===== src/rtl/clkdiv_pkg.sv =====
package clkdiv_pkg;

   typedef enum logic {
      PH_LO = 1'b0,
      PH_HI = 1'b1
   } phase_e;

   function automatic phase_e flip_phase(input phase_e p);
      return (p == PH_HI) ? PH_LO : PH_HI;
   endfunction

endpackage


===== src/rtl/clkdiv_sync_gate.sv =====
module clkdiv_sync_gate #(
   parameter int unsigned OFS_W      = 4,
   parameter bit          HAS_OFFSET = 1'b1
) (
   input  logic             clk_i,
   input  logic             rst_ni,
   input  logic             sync_i,
   input  logic             ign_i,
   input  logic             byp_i,
   input  logic [OFS_W-1:0] ofs_i,
   output logic             load_o,
   output logic             run_o
);

   logic sync_eff;
   assign sync_eff = sync_i & ~ign_i;
   assign load_o   = ~byp_i & sync_eff;

   generate
      if (HAS_OFFSET) begin : g_offset
         logic [OFS_W-1:0] dly_q;

         always_ff @(posedge clk_i or negedge rst_ni) begin
            if (!rst_ni) begin
               dly_q <= '0;
            end else if (!byp_i) begin
               if (sync_eff) begin
                  dly_q <= ofs_i;
               end else if (dly_q != '0) begin
                  dly_q <= dly_q - 1'b1;
               end
            end
         end

         assign run_o = ~byp_i & ~sync_eff & (dly_q == '0);
      end else begin : g_no_offset
         logic unused_ofs;
         assign unused_ofs = ^ofs_i;
         assign run_o      = ~byp_i & ~sync_eff;
      end
   endgenerate

endmodule


===== src/rtl/clkdiv_phase_cnt.sv =====
module clkdiv_phase_cnt
   import clkdiv_pkg::*;
#(
   parameter int unsigned CNT_W  = 4,
   parameter int unsigned DEF_LO = 7,
   parameter int unsigned DEF_HI = 7
) (
   input  logic             clk_i,
   input  logic             rst_ni,
   input  logic             load_i,
   input  logic             run_i,
   input  logic             start_hi_i,
   input  logic [CNT_W-1:0] lo_i,
   input  logic [CNT_W-1:0] hi_i,
   output logic             ph_o
);

   localparam logic [CNT_W-1:0] RST_LO = CNT_W'(DEF_LO);
   localparam logic [CNT_W-1:0] RST_HI = CNT_W'(DEF_HI);

   phase_e           ph_q;
   logic [CNT_W-1:0] cnt_q;
   logic [CNT_W-1:0] len_lo_q;
   logic [CNT_W-1:0] len_hi_q;
   logic [CNT_W-1:0] cur_len;
   logic             at_end;

   assign cur_len = (ph_q == PH_HI) ? len_hi_q : len_lo_q;
   assign at_end  = (cnt_q == cur_len);

   always_ff @(posedge clk_i or negedge rst_ni) begin
      if (!rst_ni) begin
         ph_q     <= PH_LO;
         cnt_q    <= '0;
         len_lo_q <= RST_LO;
         len_hi_q <= RST_HI;
      end else if (load_i) begin
         ph_q     <= start_hi_i ? PH_HI : PH_LO;
         cnt_q    <= '0;
         len_lo_q <= lo_i;
         len_hi_q <= hi_i;
      end else if (run_i) begin
         if (at_end) begin
            ph_q     <= flip_phase(ph_q);
            cnt_q    <= '0;
            len_lo_q <= lo_i;
            len_hi_q <= hi_i;
         end else begin
            cnt_q <= cnt_q + 1'b1;
         end
      end
   end

   assign ph_o = (ph_q == PH_HI);

endmodule


===== src/rtl/clkdiv_out_sel.sv =====
module clkdiv_out_sel (
   input  logic clk_i,
   input  logic ph_i,
   input  logic ign_i,
   input  logic force_hi_i,
   input  logic byp_i,
   output logic clk_o
);

   logic div_lvl;

   always_comb begin
      div_lvl = ign_i ? force_hi_i : ph_i;
      clk_o   = byp_i ? clk_i : div_lvl;
   end

endmodule


===== src/rtl/clkdiv_chan.sv =====
module clkdiv_chan #(
   parameter int unsigned CNT_W      = 4,
   parameter int unsigned OFS_W      = 4,
   parameter bit          HAS_OFFSET = 1'b1,
   parameter int unsigned DEF_LO     = 7,
   parameter int unsigned DEF_HI     = 7
) (
   input  logic             clk_i,
   input  logic             rst_ni,
   input  logic             sync_i,
   input  logic [CNT_W-1:0] cfg_lo_i,
   input  logic [CNT_W-1:0] cfg_hi_i,
   input  logic [OFS_W-1:0] cfg_ofs_i,
   input  logic             cfg_start_hi_i,
   input  logic             cfg_ign_sync_i,
   input  logic             cfg_force_hi_i,
   input  logic             cfg_bypass_i,
   output logic             clk_o
);

   localparam int unsigned MAX_LEN = 1 << CNT_W;

   generate
      if (CNT_W < 1 || CNT_W > 16) begin : g_bad_cnt_w
         $error("clkdiv_chan: CNT_W must lie in 1..16");
      end
      if (OFS_W < 1 || OFS_W > 16) begin : g_bad_ofs_w
         $error("clkdiv_chan: OFS_W must lie in 1..16");
      end
      if (DEF_LO >= MAX_LEN || DEF_HI >= MAX_LEN) begin : g_bad_def
         $error("clkdiv_chan: reset lengths must fit in CNT_W bits");
      end
   endgenerate

   logic load;
   logic run;
   logic ph_q;

   clkdiv_sync_gate #(
      .OFS_W      (OFS_W),
      .HAS_OFFSET (HAS_OFFSET)
   ) u_gate (
      .clk_i  (clk_i),
      .rst_ni (rst_ni),
      .sync_i (sync_i),
      .ign_i  (cfg_ign_sync_i),
      .byp_i  (cfg_bypass_i),
      .ofs_i  (cfg_ofs_i),
      .load_o (load),
      .run_o  (run)
   );

   clkdiv_phase_cnt #(
      .CNT_W  (CNT_W),
      .DEF_LO (DEF_LO),
      .DEF_HI (DEF_HI)
   ) u_cnt (
      .clk_i      (clk_i),
      .rst_ni     (rst_ni),
      .load_i     (load),
      .run_i      (run),
      .start_hi_i (cfg_start_hi_i),
      .lo_i       (cfg_lo_i),
      .hi_i       (cfg_hi_i),
      .ph_o       (ph_q)
   );

   clkdiv_out_sel u_out (
      .clk_i      (clk_i),
      .ph_i       (ph_q),
      .ign_i      (cfg_ign_sync_i),
      .force_hi_i (cfg_force_hi_i),
      .byp_i      (cfg_bypass_i),
      .clk_o      (clk_o)
   );

endmodule


===== config.mk =====
export PLATFORM = sky130hd
export DESIGN_NAME = clkdiv_chan
export DESIGN_NICKNAME = d
export VERILOG_FILES = /design/src/rtl/clkdiv_pkg.sv /design/src/rtl/clkdiv_sync_gate.sv /design/src/rtl/clkdiv_phase_cnt.sv /design/src/rtl/clkdiv_out_sel.sv /design/src/rtl/clkdiv_chan.sv
export SDC_FILE = /design/constraint.sdc
export NUM_CORES = 1
export LEC_CHECK = 0
export ABC_CLOCK_PERIOD_IN_PS = 2500
export BUFFER_PORTS_ARGS = -buffer_cell sky130_fd_sc_hd__buf_2
export CORE_UTILIZATION = 30
export DETAILED_ROUTE_END_ITERATION = 12
export PLACE_DENSITY_LB_ADDON = 0.25
export SETUP_SLACK_MARGIN = 0.02
export SYNTH_ARGS = -nofsm -noshare
export SYNTH_HDL_FRONTEND = slang
export SYNTH_SLANG_ARGS = --single-unit

===== constraint.sdc =====
create_clock -name clk_i -period 2.5 [get_ports clk_i]
set_clock_uncertainty 0.2 [all_clocks]
set_input_delay 0.25 -clock clk_i [delete_from_list [all_inputs] [get_ports clk_i]]
set_output_delay 0.25 -clock clk_i [all_outputs]
set_load 0.1 [all_outputs]

# Word-level counts from Yosys, hierarchy flattened
# Index checks and enable logic that the tools add are counted.
# classes
addsub	2
n_eq_ne	1
n_mux	19
bitwise_logic	7
reduce_logical	7
# op_table
op	n
$mux 4	12
$mux 1	7
$reduce_bool 2->1	3
$add 4x1->4 const B	1
$and 1x1->1	4
$eq 4x4->1	1
$logic_not 4->1	1
$reduce_and 2->1	2
$reduce_bool 4->1	1
$sub 4x1->4 const B	1
$not 1->1	3
# word_totals
reg_bits	17
inputBits	19
out_inout_bits	1
wordCells	41

# Longest topological paths before layout
# logic_depth
ltp_word	7
mapped_depth	7
depth_no_buf	7

# Cells and area by module
# From an unflattened synthesis, not the netlist that was laid out.
# hier_totals
cells_unflattened	93
area_unflattened_um2	1027.2
# modules_own_cells
module	instances	cells_per_inst	area_each_um2	seq_area_each_um2
clkdiv_phase_cnt	1	57	685.7	332.8
clkdiv_sync_gate	1	33	322.8	100.1
clkdiv_out_sel	1	3	18.8	0.0

==> impl_results.md <==
* Initial DRC Count at 15
* Critical path depth at 5
* Final weighted congestion in routability-driven placement at 0.7957
* Antenna violations before repair at 0
* WS Path Type: clock port to output pin
* Worst hold slack at 0.05092 ns
* Fill count at 332
* Buf+Inv Stages, Crit Path at 3
* Worst Hold Depth at 4
* Peak per-stage delay on the critical path at 0.29 ns
* Slew HR at 67.79%
* Reg-to-Reg Start: u_cnt.ph_o$_DFFE_PN0P_
* Rows at 20
* Gr usage total at 13.96%
* Most frequent cells in the layout: buf_2, dlygate4sd3_1, dfrtp_1
* Worst VDD drop at 0.0004806 V
* Inst Count DP at 153
* Synthesized instance count at 92
* Max-Cap Viols at 0
* DPL Wire Length at 1371 um
* Routed len/inst at 11.22 um
* Crit path max-delay cell type: buf_2
* Initial Util at 31.39%
* Final Max Tran Viols at 0
* Die Width at 58.52 um
* Via-to-Cell Ratio at 4.463
* Layout area overhead at 35.38%
* Final Util at 42.50%
* Critical Path Start Type: clock port
* Drc violations at 0
* Post-CTS Setup Inserts at 0
* Final #Nets at 153
* Core ar. at 3053 um2
* Area leader, netlist: dfrtp_1
* CP delay by family, top: buffers and inverters
* Worst setup EP type: output pin
* Most Frequent Cell on Critical Path: clkbuf_4
* Critical path launch point: clk_i
* Vias in the first global route at 827
* GRT overflow at 0
* Pwr dens at 1095 nW/um2
* Outcome: completed
* CP Data Required Time at 2.05 ns
* Hold Violations, Final at 0
* TNS Setup at 0 ns
* Pwr Total at 1.420 mW
* Worst skew pair latency at 0.39 ns
* Min-delay worst type: primary input to register
* Mapped Area at 958.4 um2
* Final setup fails at 0
* Final Non-Filler Cells at 175
* Lkg Pwr at 0.5983 nW
* Worst Tran Pin Value at 0.4866 ns
* YS warnings at 0
* Flop2flop setup slack at 0.23 ns
* CP Data Arrival Time at 1.87 ns
* Largest cells by area after synthesis: dfrtp_1, dfstp_2, mux2_2, o21ai_0, mux2i_1
* Register area share after synthesis at 45.17%
* First-pass GRT wire length at 3525 um
* Die area at 3425 um2
* Commonest non-fill, non-tap cell in the layout: buf_2
* End of the worst hold path: u_cnt.ph_o$_DFFE_PN0P_
* Number of port buffers at 19
* Largest net degree at the start of global routing at 18
* TritonCTS clock tree: built
* Chip height at 58.52 um
* Overall routed net length at 1963 um
* FF-to-FF End: u_cnt.len_hi_q[3]$_DFFE_PN0P_
* Clk slew on worst S/H paths at 0.10 ns
* FF-to-FF path depth at 5
* Min-delay src: cfg_start_hi_i
* Share of layout cells above drive strength 1 at 32.82%
* # diodes at 0
* Yosys reg bits at 17
* Vias at 781
* Crit-path cells: clkbuf_4, clkbuf_4, nand2_1, o21ai_1, buf_2
* Yosys top cell area share at 28.72%
* RSZ-0062 raised after global routing: false
* Quantity of gates resized following cts at 0
* Netlist cell types at 29
* 1st-pass router iterations at 4
* CP max FO at 2
* Syn nets at 113
* Num ports at 20
* Syn avg cell area at 10.42 um2
* Detail Route Antenna Nets at 0
stage by stage:
stage          area (um2)  setup slack, ns
2_1_floorplan       958.4           0.1636
3_5_place_dp         1097           0.2415
6_report             1297           0.1775
4_1_cts              1297           0.1630
5_1_grt              1297          0.09383
3_3_place_gp         1097           0.3376
registers in the layout, indices dropped and copies added (netlist names):
register / count
u_gate.g_offset.dly_q: 4
u_cnt.cnt_q: 4
u_cnt.len_hi_q: 4
u_cnt.ph_o: 1
u_cnt.len_lo_q: 4
worst max path at each step:
stage	end
global route	u_cnt.len_hi_q[3]$_DFFE_PN0P_
CTS	clk_o
global placement	u_cnt.len_hi_q[3]$_DFFE_PN0P_
floorplan	clk_o
detailed placement	u_cnt.len_hi_q[3]$_DFFE_PN0P_
finish	clk_o
final cells by class:
cell class | instances | area (um2) | area share (%)
clock buffers | 7 | 50.05 | 3.857
repair buffers | 34 | 247.7 | 19.09
clock inverters | 1 | 5.005 | 0.3857
multi-input cells | 69 | 495.5 | 38.19
flip-flops and latches | 17 | 432.9 | 33.37
inverters | 3 | 11.26 | 0.8679
well taps | 44 | 55.05 | 4.243
power by group:
part,total [mW],internal [mW],switching (mW)
Clock,0.293,0.122,0.172
Sequential,0.560,0.438,0.121
Combinational,0.567,0.300,0.267
worst min-delay path, delay by kind of cell:
kind / cells / cell delay, ns
AO/OA/AOI/OAI: 2 / 0.17
buffers and inverters: 1 / 0.10
AND/OR/NAND/NOR: 1 / 0.09
cells by family (layout without fill, tap and decap cells):
family | count (synthesis) | count (layout) | synth area share (%)
AO/OA/AOI/OAI | 20 | 20 | 14.88
XOR/XNOR | 4 | 4 | 3.655
adder cells (fa/ha/maj) | 2 | 2 | 2.611
buffers and inverters | 6 | 45 | 3.133
flip-flops | 17 | 17 | 45.17
multiplexers | 13 | 13 | 15.40
AND/OR/NAND/NOR | 30 | 30 | 15.14
what timing repair did:
item	4_1_cts	5_1_grt
endpoints found under the setup margin	0	0
hold buffers	15	0
hold endpoints to repair	29	0
layer usage:
layer	wire, um	vias up	GRT usage, %
li1	-	400	-
met1	950	361	17.34
met2	918	16	20.69
met3	60	4	4.176
met4	33	0	9.864
met5	0	-	0
synthesized netlist by cell type (all sizes together):
cell type,instances
o41ai,1
o21bai,1
nor3,3
mux2i,5
nand3,2
o2bb2ai,1
nor2b,1
xnor2,4
a21oi,1
inv,3
o21ai,11
nor4,1
dfrtp,11
nor2,9
a22oi,1
nand2b,4
nand2,9
nor3b,1
buf,1
mux2,8
a2bb2oi,1
ha,2
o211ai,1
clkbuf,2
a31oi,1
a32oi,1
dfstp,6
(Power assumes the default switching activity.)
